<file path="config.mk">
export PLATFORM = sky130hd
export DESIGN_NAME = spike_synapse
export DESIGN_NICKNAME = d
export VERILOG_FILES = /design/src/rtl/spike_synapse.sv
export SDC_FILE = /design/constraint.sdc
export NUM_CORES = 1
export LEC_CHECK = 0
export ABC_CLOCK_PERIOD_IN_PS = 6300
export BUFFER_PORTS_ARGS = -buffer_cell sky130_fd_sc_hd__clkbuf_2
export CORE_MARGIN = 2
export CORE_UTILIZATION = 50
export DETAILED_ROUTE_END_ITERATION = 16
export HOLD_SLACK_MARGIN = 0.06
export PLACE_DENSITY = 0.85
export SETUP_SLACK_MARGIN = 0.5
export SLEW_MARGIN = 5
export SYNTH_ARGS = -nofsm -noshare
export SYNTH_HDL_FRONTEND = slang
export SYNTH_SLANG_ARGS = --single-unit
</file>
<file path="constraint.sdc">
create_clock -name clk -period 6.3 [get_ports clk]
set_input_delay 0.945 -clock clk [delete_from_list [all_inputs] [get_ports clk]]
set_output_delay 0.945 -clock clk [all_outputs]
set_load 0.03 [all_outputs]
</file>
<file path="src/rtl/spike_synapse.sv">
module spike_synapse #(
  parameter int PKT_W = 32
) (
  input  logic             clk,
  input  logic             rst_n,
  input  logic             load_en,
  input  logic [PKT_W-1:0] load_weight,
  input  logic             den_in,
  input  logic             frame_in,
  input  logic             spike_in,
  output logic             den_out,
  output logic             frame_out
);
  localparam int CNT_W = $clog2(PKT_W);
  localparam logic [CNT_W-1:0] LAST_BIT = CNT_W'(PKT_W - 1);

  logic [PKT_W-1:0] wgt_q;
  logic             pending_q;
  logic             busy_q;
  logic             carry_q;
  logic [CNT_W-1:0] bit_q;

  wire begin_add = frame_in & pending_q & ~busy_q;
  wire add_now   = begin_add | busy_q;
  wire wbit      = wgt_q[0];
  wire cin       = begin_add ? 1'b0 : carry_q;
  wire sum_bit   = den_in ^ wbit ^ cin;
  wire cout      = (den_in & wbit) | (cin & (den_in ^ wbit));

  always_ff @(posedge clk) begin
    if (!rst_n) begin
      pending_q <= 1'b0;
      busy_q    <= 1'b0;
      carry_q   <= 1'b0;
      bit_q     <= '0;
      den_out   <= 1'b0;
      frame_out <= 1'b0;
      if (load_en) wgt_q <= load_weight;
    end else begin
      den_out   <= add_now ? sum_bit : den_in;
      frame_out <= frame_in;
      if (spike_in)       pending_q <= 1'b1;
      else if (begin_add) pending_q <= 1'b0;
      if (add_now) begin
        wgt_q   <= {wbit, wgt_q[PKT_W-1:1]};
        carry_q <= cout;
      end
      if (begin_add) begin
        busy_q <= 1'b1;
        bit_q  <= CNT_W'(1);
      end else if (busy_q) begin
        bit_q <= bit_q + CNT_W'(1);
        if (bit_q == LAST_BIT) busy_q <= 1'b0;
      end
    end
  end
endmodule

</file>
Word-level counts from Yosys, hierarchy flattened
Cells that the tools add are included. Widths: inputs -> output; s select.

Memories kept: 0. Latch bits: 0. ROM bits: 0. Bits of input ports: 38. Memory bits (writable): 0. Register bits after elaboration: 42.

Div/mod/pow operators: 0. Shift-type cells: 0. Mux-type cells: 12. Add/sub/neg operators: 1. Reduce and logical (&&, ||, !) cells: 5. Equal/unequal tests: 2. Multiply operators: 0. Magnitude comparators: 0. Bitwise operators: 10.

Operator list (count): $mux 32 (3); $mux 1 (9); $reduce_bool 2->1 (3); $add 5x1->5 const B (1); $eq 5x5->1 const B (1); $and 1x1->1 (4); $ne 2x1->1 const B (1); $not 1->1 (2); $or 1x1->1 (2); $reduce_and 2->1 (1); $reduce_or 2->1 (1); $xor 1x1->1 (2).

Longest topological paths before layout
Gate-level depths: netlist of the first run.

Depth in word-level cells: 5. Gate-level depth with buffers: 5.

Worst setup path after synthesis of the first run
OpenSTA, ideal clock, no wires.

Kind: in2reg. Start: in rst_n. End: reg wgt_q[0] (enable). Path slack: 3.018 ns. Arrival: 2.850 ns. Stages: 4. Required time: 5.868 ns. Cells stage by stage: buf_6 buf_4 nor2_1 a21oi_1.

Word-level cells in the longest chain between the ends: 2. Elaborated cells between the ends (all ways): 3.

RTL lines: start: declaration (line 5) `input logic rst_n,`; $ne 2x1->1 (no line) / $reduce_bool 2->1 (equally long branches); $reduce_and 2->1 (no line) *; end signal: assignment (line 38) `if (load_en) wgt_q <= load_weight;`; end signal: assignment (line 45) `wgt_q <= {wbit, wgt_q[PKT_W-1:1]};`; end: declaration (line 17) `logic [PKT_W-1:0] wgt_q;`.

Every way passes the cells marked *; elsewhere a longest branch is shown, timed or not. A chain may end at the register's enable or synchronous reset.

Worst setup path in the final report of the first run
Start: in rst_n. End: reg wgt_q[11] (enable).

Same word-level chain as after synthesis.

==> impl_metrics.ini, run 1 <==
[run]
cap_violations = 0

[die]
initial_utilization_pct = 52.83
die_y_microns = 66.66
ios = 40
core_area_sq_mm = 0.003716
die_w_microns = 66.66
core.rowCount = 22
die-area_sq_mm = 0.004444

[detailed_routing]
ant_nets = 0
first_iter_violations = 53
num_vias = 1022
drcViolationCount = 0
dr.pass1.iters = 4
via_per_inst = 4.985
routedWlPerCell_microns = 14.43
finalWirelength_mm = 2.959

[sta]
finalHoldViolations = 0
setup-tns-final_ps = 0
period_minus_slack_ps = 2585
post-route-worst-setup-slack_ps = 3715
period_share_pct = 41.03
rsz0062_at_grt = false
fmax_ghz = 0.3869
worst_pin_slew_ps = 962.6
skew_ps = 4.681
finalSetupViolCount = 0
slew_headroom_pct = 35.69
slew_viol_final = 0

[clock_network]
cts_setup_buffers = 0
insertion_delay_ps = 290
ctsHoldBuffers = 0
cts_tree = yes
h-tree-depth = 2
cts_resized = 0
ctsLongestPathBuffers = 2
clk_pin_slew_ps = 70
root_buffer = clkbuf_8
cts_buffers = 5
cts_sinks = 42

[logic_synthesis]
synth-edff-count = 32
yosysWarnings = 0
synth.distinct_cells = 26
syn_inst = 115
syn_avg_cell_area_sq_um = 17.07
synth_area_leaders = edfxtp_1 (49%), mux2_4 (21%), dfxtp_1 (10%)
synth.most_common_cell = edfxtp_1
ys_seq_area_share_pct = 59.15
synth_top_area_share_pct = 48.95
syn-num-nets = 156
synth.largest_area_cell = edfxtp_1
netlist_area_sq_mm = 0.001963
synthArstFlopShare_pct = 0
synth_ff_type = edfxtp_1
ys_ff_latch = 42
synth_common_cells = edfxtp_1 (32), mux2_4 (28), dfxtp_1 (10)

[place]
portBuffers = 39
gp_congestion = 0.7261
pre_cts_ws_ps = 3400
hpwl_mm = 2.030

[grt]
grt_start_max_net_pins = 45
grt_use_total_pct = 14.75
antenna_found_initial = 0
grt_pass1_wl_mm = 4.602
first_global_vias = 978
gr-total-overflow = 0

[critical_path]
crit_path_start_kind = input pin
path_cells = clkbuf_2 -> buf_4 -> nor2_1 -> a21oi_4
max_stage_delay_ps = 760
cp.arrival_ps = 2500
path_max_fanout = 44
crit_type = in -> reg
cp_slowest_cell = a21oi_4
worstPathRequired_ps = 6220
worstSetupEndpointType = flip-flop

[hold_path]
hold_class = reg -> reg

[cells_and_area]
drive_gt1_share_pct = 51.59
num_antenna_cells = 0
syn_to_final_growth_pct = 15.23
fillers = 286
final_util_pct = 60.88
finalNetCount = 197

[power]
worst_ir_drop_vdd_mv = 0.1226
p_per_area_mw_per_mm2 = 271.9
power_leakage_nw = 0.9778

[outcome]
outcome = finished clean
==> per-stage QoR <==
| step | hold WS (ps) | total power [mW] | instances | cell area, sq um |
|---|---|---|---|---|
| 2_1_floorplan | 486.7 | 0.3982 | 115 | 1963 |
| 3_3_place_gp | 509.8 | 0.4143 | 197 | 2156 |
| 3_5_place_dp | 526.7 | 0.4178 | 197 | 2156 |
| 4_1_cts | 551.0 | 0.6198 | 205 | 2262 |
| 5_1_grt | 564.5 | 0.6404 | 205 | 2262 |
| 6_report | 540.2 | 0.6150 | 205 | 2262 |
==> report_power, final <==
group          internal (mW)  switching (mW)  leakage, nW
Sequential             0.328         0.00995        0.394
Combinational         0.0432          0.0300        0.532
Clock                  0.118          0.0850       0.0524
==> critical path, delay by kind of cell <==
| kind | cells | cell delay (ps) |
|---|---|---|
| buffers and inverters | 2 | 590 |
| AOI/OAI and AO/OA | 1 | 760 |
| and+or+nand+nor | 1 | 170 |
==> cell usage in the layout (no fill, tap or decap), types with 2 or more instances in the layout <==
cell type  instances
edfxtp_1          32
a22oi_1            3
clkbuf_2          39
dfxtp_1           10
mux2_4            28
a21oi_1            3
clkbuf_1           2
inv_1              2
nand2_1            2
xor2_1             2
ha_1               2
clkbuf_8           5
mux2_2             4
nor2_1             2
and2_1             2
a21oi_4            2
o21ai_0            4
nor2b_1            4
==> cell type report <==
class	count	area [sq um]	share of cell area [%]
sequential	42	1161	51.33
multi-input combinational	65	724.4	32.02
timing repair buffer	40	202.7	8.960
clock buffer	7	76.32	3.374
tap	48	60.06	2.655
clock inverter	1	30.03	1.327
inverter	2	7.507	0.3319
==> sequential cells by signal, indices dropped and copies added, names as in the netlist <==
name and count:
pending_q 1, den_out 1, carry_q 1, frame_out 1, bit_q 5, wgt_q 32, busy_q 1
==> final timing paths <==
| kind | start | to | slack (ps) | cells after the start |
|---|---|---|---|---|
| setup / recovery | rst_n | wgt_q[11] | 3720 | 4 |
| hold / removal | bit_q[4] | bit_q[4] | 540 | 2 |
| setup reg to reg | busy_q | wgt_q[11] | 4450 | 2 |
| hold reg to reg | bit_q[4] | bit_q[4] | 540 | 2 |
==> logic make-up after synthesis <==
logic type	Yosys count	synth area share (%)
DFF	42	59.15
muxes	33	24.22
AOI/OAI and AO/OA	14	5.290
and+or+nand+nor	13	3.633
buffers and inverters	8	4.525
adders and majority gates	3	2.294
xor gates and xnor gates	2	0.8925
==> layer usage <==
metal  vias to the layer above  share of wire [%]  track usage, %
met5                         -                  0               0
met4                         0                1.3           6.888
met3                         4                7.2           5.236
met2                        33                 45           21.38
met1                       477                 46           19.73
li1                        508                  -               -
Note: power is estimated with default switching activity, not from simulation.
==> run 2, diff against run 1 <==
- ABC_AREA: default -> 1
- ABC_CLOCK_PERIOD_IN_PS: 6300 -> 2400
- clock period: 6.3 -> 2.4 ns (I/O delays scaled with it)
==> impl_metrics.ini, run 2 <==
[power]
total_power_mw = 1.390
p_per_area_mw_per_mm2 = 657.6
power_frac_comb_pct = 11.2
switching_share_pct = 24.26
power_frac_clock_pct = 26.1
switchingPower_mw = 0.3371
power_leakage_nw = 1.013
seqPwrFrac_pct = 62.8
worst_ir_drop_vdd_mv = 0.4403
intPower_mw = 1.053

[critical_path]
cp_top_family = flip-flops
worstPathRequired_ps = 2420
path_max_fanout = 32
reg2reg_from = busy_q
worstSetupEndpointType = flip-flop
max_stage_delay_ps = 470
crit_path_start_kind = flip-flop
path_common_cell = nand2_2
path_buf_inv = 2
path_cells = inv_2 -> nand2_2 -> nand2_2 -> nand2_1 -> buf_4
cp_slowest_cell = dfxtp_1
crit_type = reg -> reg
cp-startpoint = busy_q
cp.arrival_ps = 1520

[clock_network]
ctsLongestPathBuffers = 2
h-tree-depth = 2
root_buffer = clkbuf_4
cts_tree = yes
cts_setup_buffers = 0
clk_pin_slew_ps = 120
ctsHoldBuffers = 0
cts_buffers = 5
cts_resized = 0
insertion_delay_ps = 350
cts_sinks = 42

[sta]
finalSetupViolCount = 0
setup-tns-final_ps = 0
finalHoldViolations = 0
skew_ps = 6.931
post-route-worst-setup-slack_ps = 893.8
slew_headroom_pct = 73.50
period_minus_slack_ps = 1506
rsz0062_at_grt = false
fmax_ghz = 0.6639
worst_pin_slew_ps = 397.5
period_share_pct = 62.76
slew_viol_final = 0

[grt]
gr-total-overflow = 0
grt_use_total_pct = 16.91
antenna_found_initial = 0
grt_pass1_wl_mm = 5.237
grt_start_max_net_pins = 36
first_global_vias = 1246

[cells_and_area]
num_antenna_cells = 0
multiInputGateArea_sq_um = 573.1
mostFrequentLayoutCell = nand2_1
syn_to_final_growth_pct = 16.16
largest_register = wgt_q
reg_top3 = wgt_q (32), bit_q (5)
seq_area_sq_mm = 0.001161
fillers = 315
mostFrequentLayoutCells = nand2_1 (108), clkbuf_2 (39), edfxtp_1 (32), dfxtp_1 (10)
finalInstanceArea_sq_mm = 0.002113
finalNetCount = 277
drive_gt1_share_pct = 23.63
largest_reg_flops = 32
fin_cells = 283

[logic_synthesis]
synth_common_cells = nand2_1 (108), edfxtp_1 (32), dfxtp_1 (10), inv_1 (8), nor2_1 (8)
synth.largest_area_cell = edfxtp_1
synth.distinct_cells = 16
synth-edff-count = 32
ys_ff_latch = 42
synthArstFlopShare_pct = 0
netlist_area_sq_mm = 0.001819
synth_top_area_share_pct = 52.82
syn_inst = 194
syn_avg_cell_area_sq_um = 9.378
ys_seq_area_share_pct = 63.82
synth_ff_type = edfxtp_1
synth.most_common_cell = nand2_1
syn-num-nets = 235
yosysWarnings = 0
synth_area_leaders = edfxtp_1 (53%), nand2_1 (22%), dfxtp_1 (11%)

[die]
initial_utilization_pct = 53.26
die_y_microns = 64.32
die_w_microns = 64.32
die-area_sq_mm = 0.004137
core.rowCount = 21
core_area_sq_mm = 0.003416
ios = 40

[detailed_routing]
dr.pass1.iters = 5
num_vias = 1325
drcViolationCount = 0
first_iter_violations = 52
routedWlPerCell_microns = 10.78
finalWirelength_mm = 3.052
ant_nets = 0
via_per_inst = 4.682

[hold_path]
hold_class = in -> reg
min_from = spike_in

[place]
hpwl_mm = 2.163
portBuffers = 39
place_area_sq_mm = 0.002049
gp_congestion = 0.7410
pre_cts_ws_ps = 811.4
placedCellCount = 275

[run]
cap_violations = 0

[outcome]
outcome = finished clean
-- run 2: cells by family after synthesis --
logic type	after synthesis	share of synthesized area, %
AO/OA/AOI/OAI	11	3.026
XOR/XNOR	1	0.4815
adder cells (fa/ha/maj)	3	2.476
buffers and inverters	17	4.677
flip-flops	42	63.82
AND/OR/NAND/NOR	120	25.52
-- run 2: area by class of cell --
class	instances	area share [%]
clock buffers	6	2.427
clock inverters	2	0.5921
inverters	10	1.895
multi-input cells	135	27.12
flip-flops and latches	42	54.94
well taps	46	2.724
repair buffers	42	10.30
-- run 2: worst register-to-register path, cell delays in order, from the launching register on --
cell     delay [ps]
dfxtp_1         470
inv_2            90
nand2_2         110
nand2_2          60
nand2_1          70
buf_4           350
-- run 2: final timing paths --
kind | endpoint | slack [ps] | cells after the start
max | wgt_q[20] | 890 | 5
min | pending_q | 220 | 3
max reg2reg | wgt_q[20] | 890 | 5
min reg2reg | bit_q[3] | 490 | 2
-- run 2: layer usage --
metal | up-vias | wire (microns) | track usage, %
met4 | 0 | 29 | 5.585
met5 | - | 0 | 0
met3 | 3 | 206 | 5.810
li1 | 697 | - | -
met1 | 584 | 1415 | 21.49
met2 | 41 | 1400 | 27.21
-- run 2: stage by stage --
stage / hold slack [ps] / util (%)
2_1_floorplan: 441.9 / -
3_3_place_gp: 457.0 / 60.00
3_5_place_dp: 470.5 / 60.00
4_1_cts: 209.0 / 61.87
5_1_grt: 231.3 / 61.87
6_report: 223.6 / 61.87
-- run 2: power groups by stage --
stage / Clock, mW / Combinational (mW) / Sequential (mW)
after floorplan: 0 / 0.0976 / 0.888
after global placement: 0 / 0.154 / 0.886
after detailed placement: 0 / 0.158 / 0.888
after CTS: 0.376 / 0.159 / 0.873
after global routing: 0.407 / 0.182 / 0.877
final: 0.362 / 0.155 / 0.872
